===== config.mk =====
export PLATFORM = sky130hd
export DESIGN_NAME = rstc_top
export DESIGN_NICKNAME = d
export VERILOG_FILES = /design/src/rtl/rstc_pkg.sv /design/src/rtl/rstc_sync.sv /design/src/rtl/rstc_seq.sv /design/src/rtl/rstc_cause.sv /design/src/rtl/rstc_bootcfg.sv /design/src/rtl/rstc_top.sv
export SDC_FILE = /design/constraint.sdc
export NUM_CORES = 1
export LEC_CHECK = 0
export ABC_AREA = 0
export BUFFER_PORTS_ARGS = -buffer_cell sky130_fd_sc_hd__buf_2
export CORE_ASPECT_RATIO = 0.75
export CORE_MARGIN = 5
export CORE_UTILIZATION = 45
export DETAILED_ROUTE_END_ITERATION = 10
export PLACE_DENSITY = 0.7
export SLEW_MARGIN = 0
export SYNTH_ARGS = -nofsm -noshare
export SYNTH_HDL_FRONTEND = slang
export SYNTH_HIERARCHICAL = 1
export SYNTH_SLANG_ARGS = --single-unit

===== constraint.sdc =====
create_clock -name clk -period 3.2 [get_ports clk]
set_clock_uncertainty 0.05 [all_clocks]
set_input_delay 0.32 -clock clk [delete_from_list [all_inputs] [get_ports clk]]
set_output_delay 0.32 -clock clk [all_outputs]
set_load 0.02 [all_outputs]

===== src/rtl/rstc_pkg.sv =====
package rstc_pkg;

  typedef enum logic [1:0] {
    ST_RUN  = 2'd0,
    ST_WAIT = 2'd1,
    ST_HOLD = 2'd2
  } rst_state_e;

  localparam int CAUSE_W = 4;
  localparam int CB_EXT  = 0;
  localparam int CB_WDOG = 1;
  localparam int CB_POR  = 2;
  localparam int CB_SW   = 3;

  localparam logic [CAUSE_W-1:0] CODE_POR = CAUSE_W'(1) << CB_POR;

  // Priority pick among simultaneous requests: external, watchdog, software
  function automatic logic [CAUSE_W-1:0] pick_cause(input logic ext,
                                                    input logic wd,
                                                    input logic sw);
    logic [CAUSE_W-1:0] c;
    c = '0;
    if (ext)     c[CB_EXT]  = 1'b1;
    else if (wd) c[CB_WDOG] = 1'b1;
    else if (sw) c[CB_SW]   = 1'b1;
    return c;
  endfunction

endpackage


===== src/rtl/rstc_sync.sv =====
module rstc_sync #(
  parameter int STAGES = 2
) (
  input  logic clk,
  input  logic rst,
  input  logic async_n,
  output logic req
);
  logic [STAGES-1:0] chain;

  always_ff @(posedge clk) begin
    if (rst) begin
      chain <= '1;
    end else begin
      chain[0] <= async_n;
      for (int i = 1; i < STAGES; i++) chain[i] <= chain[i-1];
    end
  end

  assign req = ~chain[STAGES-1];
endmodule


===== src/rtl/rstc_seq.sv =====
module rstc_seq
  import rstc_pkg::*;
#(
  parameter int MIN_HOLD = 16
) (
  input  logic       clk,
  input  logic       por,
  input  logic       req_any,
  input  logic       ext_req,
  input  logic       bus_busy,
  input  logic       bus_done,
  output rst_state_e state,
  output logic       go_wait,
  output logic       go_hold
);
  localparam int CW = (MIN_HOLD > 1) ? $clog2(MIN_HOLD) : 1;
  localparam logic [CW-1:0] LAST = CW'(MIN_HOLD - 1);

  logic [CW-1:0] cnt;
  rst_state_e    nxt;
  logic          bus_free;

  assign bus_free = !bus_busy || bus_done;

  always_comb begin
    nxt     = state;
    go_wait = 1'b0;
    go_hold = 1'b0;
    case (state)
      ST_RUN: if (req_any) begin
        nxt     = ST_WAIT;
        go_wait = 1'b1;
      end
      ST_WAIT: if (bus_free) begin
        nxt     = ST_HOLD;
        go_hold = 1'b1;
      end
      ST_HOLD: if (cnt == LAST && !ext_req) nxt = ST_RUN;
      default: nxt = ST_RUN;
    endcase
  end

  always_ff @(posedge clk) begin
    if (por) begin
      state <= ST_HOLD;
      cnt   <= '0;
    end else begin
      state <= nxt;
      if (go_hold)                               cnt <= '0;
      else if (state == ST_HOLD && cnt != LAST)  cnt <= cnt + 1'b1;
    end
  end
endmodule


===== src/rtl/rstc_cause.sv =====
module rstc_cause
  import rstc_pkg::*;
(
  input  logic               clk,
  input  logic               por,
  input  logic               grab,
  input  logic               commit,
  input  logic               ext_req,
  input  logic               wdog_req,
  input  logic               sw_req,
  output logic [CAUSE_W-1:0] cause
);
  logic [CAUSE_W-1:0] pend;

  always_ff @(posedge clk) begin
    if (por) begin
      pend  <= CODE_POR;
      cause <= CODE_POR;
    end else begin
      if (grab)   pend  <= pick_cause(ext_req, wdog_req, sw_req);
      if (commit) cause <= pend;
    end
  end
endmodule


===== src/rtl/rstc_bootcfg.sv =====
module rstc_bootcfg #(
  parameter int MODE_W = 4
) (
  input  logic              clk,
  input  logic              capture,
  input  logic [MODE_W-1:0] mode_sel,
  output logic [MODE_W-1:0] cfg
);
  always_ff @(posedge clk) begin
    if (capture) cfg <= mode_sel;
  end
endmodule


===== src/rtl/rstc_top.sv =====
module rstc_top
  import rstc_pkg::*;
#(
  parameter int MODE_W      = 4,
  parameter int MIN_HOLD    = 16,
  parameter int SYNC_STAGES = 2
) (
  input  logic              clk,
  input  logic              pwr_on_rst,
  input  logic              ext_rst_n,
  input  logic              wdog_req,
  input  logic              sw_req,
  input  logic              bus_busy,
  input  logic              bus_done,
  input  logic [MODE_W-1:0] mode_sel,
  output logic              rst_core,
  output logic              rst_periph,
  output logic              rst_pin_drv,
  output logic              bus_hold,
  output logic [3:0]        cause,
  output logic [MODE_W-1:0] boot_cfg
);
  logic       ext_req;
  logic       req_any;
  rst_state_e state;
  logic       go_wait;
  logic       go_hold;
  logic       in_hold;
  logic       core_lag;

  rstc_sync #(.STAGES(SYNC_STAGES)) u_sync (
    .clk     (clk),
    .rst     (pwr_on_rst),
    .async_n (ext_rst_n),
    .req     (ext_req)
  );

  assign req_any = ext_req | wdog_req | sw_req;

  rstc_seq #(.MIN_HOLD(MIN_HOLD)) u_seq (
    .clk      (clk),
    .por      (pwr_on_rst),
    .req_any  (req_any),
    .ext_req  (ext_req),
    .bus_busy (bus_busy),
    .bus_done (bus_done),
    .state    (state),
    .go_wait  (go_wait),
    .go_hold  (go_hold)
  );

  rstc_cause u_cause (
    .clk      (clk),
    .por      (pwr_on_rst),
    .grab     (go_wait),
    .commit   (go_hold),
    .ext_req  (ext_req),
    .wdog_req (wdog_req),
    .sw_req   (sw_req),
    .cause    (cause)
  );

  assign in_hold = (state == ST_HOLD);

  rstc_bootcfg #(.MODE_W(MODE_W)) u_boot (
    .clk      (clk),
    .capture  (in_hold | pwr_on_rst),
    .mode_sel (mode_sel),
    .cfg      (boot_cfg)
  );

  // Core reset trails the peripheral reset by one clock on release
  always_ff @(posedge clk) begin
    if (pwr_on_rst) core_lag <= 1'b1;
    else            core_lag <= in_hold;
  end

  assign rst_periph  = in_hold;
  assign rst_core    = in_hold | core_lag;
  assign rst_pin_drv = in_hold & ~cause[CB_EXT];
  assign bus_hold    = (state != ST_RUN);
endmodule


# Word-level counts from Yosys, hierarchy flattened
# Cells that the tools add are included.
[totals] elab_cells=44 rom_bits=0 latchBits=0 input_bits=11 out_inout_bits=12 reg_bits=21 ramBits=0 n_memories=0
[op_classes] n_addsub=1 reduce_logical=8 order_cmp=0 eq_ne=7 n_div=0 mul=0 shift=0 n_mux=14 bitwise=7
[ops] cell="$mux W1" n=10
[ops] cell="$mux W2" n=3
[ops] cell="$pmux W2 S3" n=1
[ops] cell="$add A4 B1 Y4 const B" n=1
[ops] cell="$eq A4 B4 Y1 const B" n=1
[ops] cell="$ne A2 B1 Y1 const B" n=2
[ops] cell="$ne A4 B4 Y1 const B" n=1
[ops] cell="$or A1 B1 Y1" n=4
[ops] cell="$reduce_and A3 Y1" n=1
[ops] cell="$eq A2 B1 Y1 const B" n=1
[ops] cell="$eq A2 B2 Y1 const B" n=1
[ops] cell="$logic_and A1 B1 Y1" n=2
[ops] cell="$logic_not A2 Y1" n=1
[ops] cell="$ne A2 B2 Y1 const B" n=1
[ops] cell="$not A1 Y1" n=2
[ops] cell="$reduce_bool A2 Y1" n=1
[ops] cell="$reduce_or A2 Y1" n=1
[ops] cell="$and A1 B1 Y1" n=1
[ops] cell="$logic_not A1 Y1" n=1
[ops] cell="$logic_or A1 B1 Y1" n=1

# Logic depth before layout (Yosys ltp)
[depth] depth_word=5 mapped_depth=5 depth_no_buf=5

# Hierarchy
# The synthesis kept the hierarchy.
[modules_own_cells] mod="rstc_cause" area_each_um2=307.8 seq_area_each_um2=160.2 cells_per_inst=28 n_inst=1
[modules_own_cells] mod="rstc_seq" area_each_um2=305.3 seq_area_each_um2=120.1 cells_per_inst=32 n_inst=1
[modules_own_cells] mod="rstc_bootcfg" area_each_um2=120.1 seq_area_each_um2=120.1 cells_per_inst=4 n_inst=1
[modules_own_cells] mod="rstc_top" area_each_um2=72.6 seq_area_each_um2=20.0 cells_per_inst=9 n_inst=1
[modules_own_cells] mod="rstc_sync" area_each_um2=56.3 seq_area_each_um2=40.0 cells_per_inst=5 n_inst=1

# Worst setup path before layout
# Ideal clock, no wire load.
[synth_timing] kind="register -> register" start="register u_sync.chain[1]" end="register u_cause.pend[0]" path_stages_with_launch=6 setup_time_ps=114 path_buffers=0 arrival_time_ps=1175 synth_period_minus_slack_ps=1340 required_ps=3036 slack_ps=1860 path_cell_list="dfxtp_1 > inv_1 > or3_1 > nor3b_1 > mux2i_1 > nor2_1"
[synth_via] elab_chain_len=5 word_cells_on_any_way=6 classes_between="3 x mux; 3 x bitwise"
[synth_rtl] element="start: declaration" line_no="rstc_sync.sv:9" rtl="logic [STAGES-1:0] chain;"
[synth_rtl] element="start signal: assignment" line_no="rstc_sync.sv:13" rtl="chain <= '1;"
[synth_rtl] element="$not A1 Y1" line_no="rstc_sync.sv:20" rtl="assign req = ~chain[STAGES-1];"
[synth_rtl] element="via ext_req" line_no="rstc_top.sv:23" rtl="logic ext_req;"
[synth_rtl] element="$or A1 B1 Y1 (2 in a row)" line_no="rstc_top.sv:38" rtl="assign req_any = ext_req | wdog_req | sw_req;"
[synth_rtl] element="via req_any" line_no="rstc_top.sv:24" rtl="logic req_any;"
[synth_rtl] element="$mux W1" line_no="rstc_seq.sv:30" rtl="ST_RUN: if (req_any) begin"
[synth_rtl] element="$mux W1" line_no="rstc_seq.sv:29" rtl="case (state)"
[synth_rtl] element="via go_wait" line_no="rstc_top.sv:26" rtl="logic go_wait;"
[synth_rtl] element="end signal: assignment" line_no="rstc_cause.sv:20" rtl="if (grab) pend <= pick_cause(ext_req, wdog_req, sw_req);"
[synth_rtl] element="end: declaration" line_no="rstc_cause.sv:13" rtl="logic [CAUSE_W-1:0] pend;"
# The timed path passes the listed nets, and every way through them passes these cells.
# A chain may end at the register's enable or synchronous reset.

# Final worst setup path
# Ends and elaborated chain as after synthesis.

==> impl_metrics.py <==
metrics = {
    "timing": {
        "setup_tns_ns": 0,
        "rsz0062_at_grt": "false",
        "fin_crit_sh_pct": 53.4,
        "period_minus_slack_ns": 1.71,
        "relSlewSlack_pct": 48.4,
        "setup_viol": 0,
        "hold_viol_final": 0,
        "maxSlewViolCount": 0,
        "worst_pin_slew_ns": 0.772,
        "fmax_mhz": 585,
    },
    "floorplanning": {
        "core_area_sq_um": 1770,
        "die_h_um": 47.9,
        "row_count": 13,
        "fp.dieW_um": 60.5,
        "dieArea_sq_um": 2900,
        "ios": 23,
        "start_util_pct": 48.6,
    },
    "hold_path": {
        "worstHoldStart": "mode_sel[1]",
        "worstHoldPathType": "in -> reg",
        "hold_depth": 1,
        "min_to": "u_boot/cfg[1]",
    },
    "worst_setup_path": {
        "critPathLaunchType": "register",
        "cp_data_arrival_time_ns": 1.84,
        "end_kind": "register",
        "max_stage_delay_ns": 0.65,
        "rr_worst_depth": 5,
        "r2r-end": "u_cause/pend[0]",
        "path_class": "reg -> reg",
        "critPathMaxFanout": 6,
        "r2r_slack_ns": 1.49,
        "reg2reg_from": "u_sync/chain[1]",
        "required_ns": 3.33,
        "slowest_stage": "nor3b_1",
        "cp_cell_sequence": "inv_1, or3_1, nor3b_1, mux2i_1, nor2_1",
    },
    "drt": {
        "wire_per_inst_um": 13.0,
        "route.detailed.drc": 0,
        "viasPerCell": 5.10,
        "drtAntennaViolNets": 0,
        "vias": 633,
        "routed_wl_um": 1610,
        "dr.pass1.iters": 4,
        "drt_iter0_drc": 11,
    },
    "grt": {
        "grt_pass1_wl_um": 2670,
        "grt_usage_pct": 12.6,
        "antenna_found_initial": 0,
        "first_global_vias": 636,
        "grt_max_degree": 15,
        "grt-ovfl-total": 0,
    },
    "power_and_ir_drop": {
        "p_leak_uw": 0.000401,
        "p_sw_uw": 91.5,
        "power-per-cell-area_nw_per_um2": 425,
        "p_clk_share_pct": 27.8,
        "ir_drop_mv": 0.338,
        "internal_power_uw": 336,
        "seq_power_share_pct": 65.7,
        "swShare_pct": 21.4,
        "power.share.combinational_pct": 6.5,
    },
    "layout": {
        "fin_nets": 115,
        "drive_gt1_share_pct": 31.4,
        "fill_cells": 153,
        "final_util_pct": 56.7,
        "seqCellArea_sq_um": 460,
        "diodes": 0,
        "multi_input_area_sq_um": 368,
        "area_growth_pct": 16.5,
    },
    "clock_tree": {
        "worstSkewPairLatency_ns": 0.29,
        "cts_made_buffers": 3,
        "cts_sinks": 21,
        "post_cts_buffers": 0,
        "path_clk_slew_ns": 0.11,
        "cts_root_buffer": "clkbuf_4",
        "clockBufferDepth": 2,
        "ctsResizeCount": 0,
        "ctsHoldBuffers": 0,
        "tritoncts": "yes",
        "cts_max_level": 1,
    },
    "synth": {
        "seq_area_frac_synth_pct": 53.4,
        "synth.distinct_cells": 29,
        "netlist_area_sq_um": 862,
        "synth-seq-cells": 21,
        "syn-num-nets": 90,
        "synthCells": 78,
        "syn_area_per_cell_sq_um": 11.1,
        "synth_warnings": 6,
    },
    "place": {
        "portBuffers": 22,
        "place.detailed.hpwl_um": 1200,
        "gp_congestion": 0.682,
    },
    "job": {
        "max-cap-violations": 0,
    },
    "status": {
        "outcome": "finished clean",
    },
}
## area by class of cell
cell class | count | share of cell area (%)
flip-flops and latches | 21 | 45.8
multi-input cells | 52 | 36.6
repair buffers | 22 | 11.0
well taps | 22 | 2.74
clock buffers | 3 | 2.24
inverters | 3 | 1.12
clock inverters | 1 | 0.498
## through the flow
step	hold WS, ns	total power [uW]	setup WS, ns	area [sq um]	std cells
3_5_place_dp	0.350	315	1.48	977	120
3_3_place_gp	0.345	314	1.52	977	120
6_report	0.140	427	1.49	1000	124
5_1_grt	0.121	449	1.31	1000	124
2_1_floorplan	0.335	303	1.86	862	78
4_1_cts	0.132	434	1.47	1000	124
## registers in the layout (all words and copies together) (netlist names)
name / flops
u_seq/state: 2
u_sync/chain: 2
u_seq/cnt: 4
core_lag: 1
u_boot/cfg: 4
u_cause/pend: 4
u_cause/cause: 4
## cells in the final DEF (no fill, tap or decap)
master,instances
clkbuf_4,3
nand2b_1,6
ha_1,1
o21bai_2,1
o21ai_0,2
nor2b_1,1
dfxtp_1,17
nand3_1,1
a21oi_1,5
a41oi_1,1
a21o_1,1
or2_1,2
nor3_1,3
nor3b_1,1
buf_2,22
inv_1,3
and4b_1,1
nor2_1,7
nand4bb_1,1
mux2i_1,5
or3_1,2
and2b_4,1
a211o_1,2
nand3b_1,2
and3_1,1
edfxtp_1,4
or2_2,1
nand2b_4,2
nor2b_2,1
clkinv_2,1
a211oi_1,1
## how the worst max path moves through the flow
| stage | start | slack, ns | depth (start not counted) | end |
|---|---|---|---|---|
| global route | u_sync/chain[1] | 1.31 | 5 | u_cause/pend[0] |
| finish | u_sync/chain[1] | 1.49 | 5 | u_cause/pend[0] |
| floorplan | u_sync/chain[1] | 1.86 | 5 | u_cause/pend[0] |
| CTS | u_sync/chain[1] | 1.47 | 5 | u_cause/pend[0] |
| detailed placement | u_sync/chain[1] | 1.48 | 5 | u_cause/pend[0] |
| global placement | u_sync/chain[1] | 1.52 | 5 | u_cause/pend[0] |
## kinds of logic (layout without fill, tap and decap cells)
| family | Yosys count | after routing | share of synthesized area, % |
|---|---|---|---|
| fa+ha+maj | 1 | 1 | 1.45 |
| buf+inv | 5 | 29 | 3.92 |
| flops | 21 | 21 | 53.4 |
| mux | 5 | 5 | 5.81 |
| compound gates | 13 | 13 | 10.2 |
| simple gates | 33 | 33 | 25.3 |
## per-layer routing
layer	GRT usage [%]	share of wire [%]	vias to the layer above
li1	-	-	325
met1	16.1	48	290
met2	21.1	45	16
met4	2.60	0.62	0
met5	0	0	-
met3	4.31	6.6	2
## power by group through the flow
stage                     sequential, uW  combinational [uW]  clock (uW)
after floorplan                      289                13.6           0
after CTS                            281                28.0         125
after detailed placement             287                28.0           0
after global routing                 281                31.3         136
final                                281                27.8         119
after global placement               286                27.3           0
## cell usage after synthesis (all sizes together)
library cell	number	area [sq um]
mux2i	5	50.1
a211o	2	17.5
o21ai	2	10.0
buf	2	22.5
nor3	3	15.0
a211oi	1	7.51
o21bai	1	11.3
nand3	1	5.00
nand4bb	1	11.3
a21o	1	7.51
a21oi	5	25.0
and3	1	6.26
or2	3	18.8
edfxtp	4	120
a41oi	1	8.76
or3	2	12.5
nand2b	8	65.1
and4b	1	10.0
nor3b	1	7.51
nor2	7	26.3
and2b	1	10.0
dfxtp	17	340
nor2b	2	15.0
inv	3	11.3
nand3b	2	15.0
ha	1	12.5
## worst max-delay path, delay by kind of cell (launching register included)
kind / cells / cell delay [ns]
flip-flops: 1 / 0.32
AND/OR/NAND/NOR: 3 / 0.86
buffers and inverters: 1 / 0.12
multiplexers: 1 / 0.25
Power figures use the tool's default switching activity.
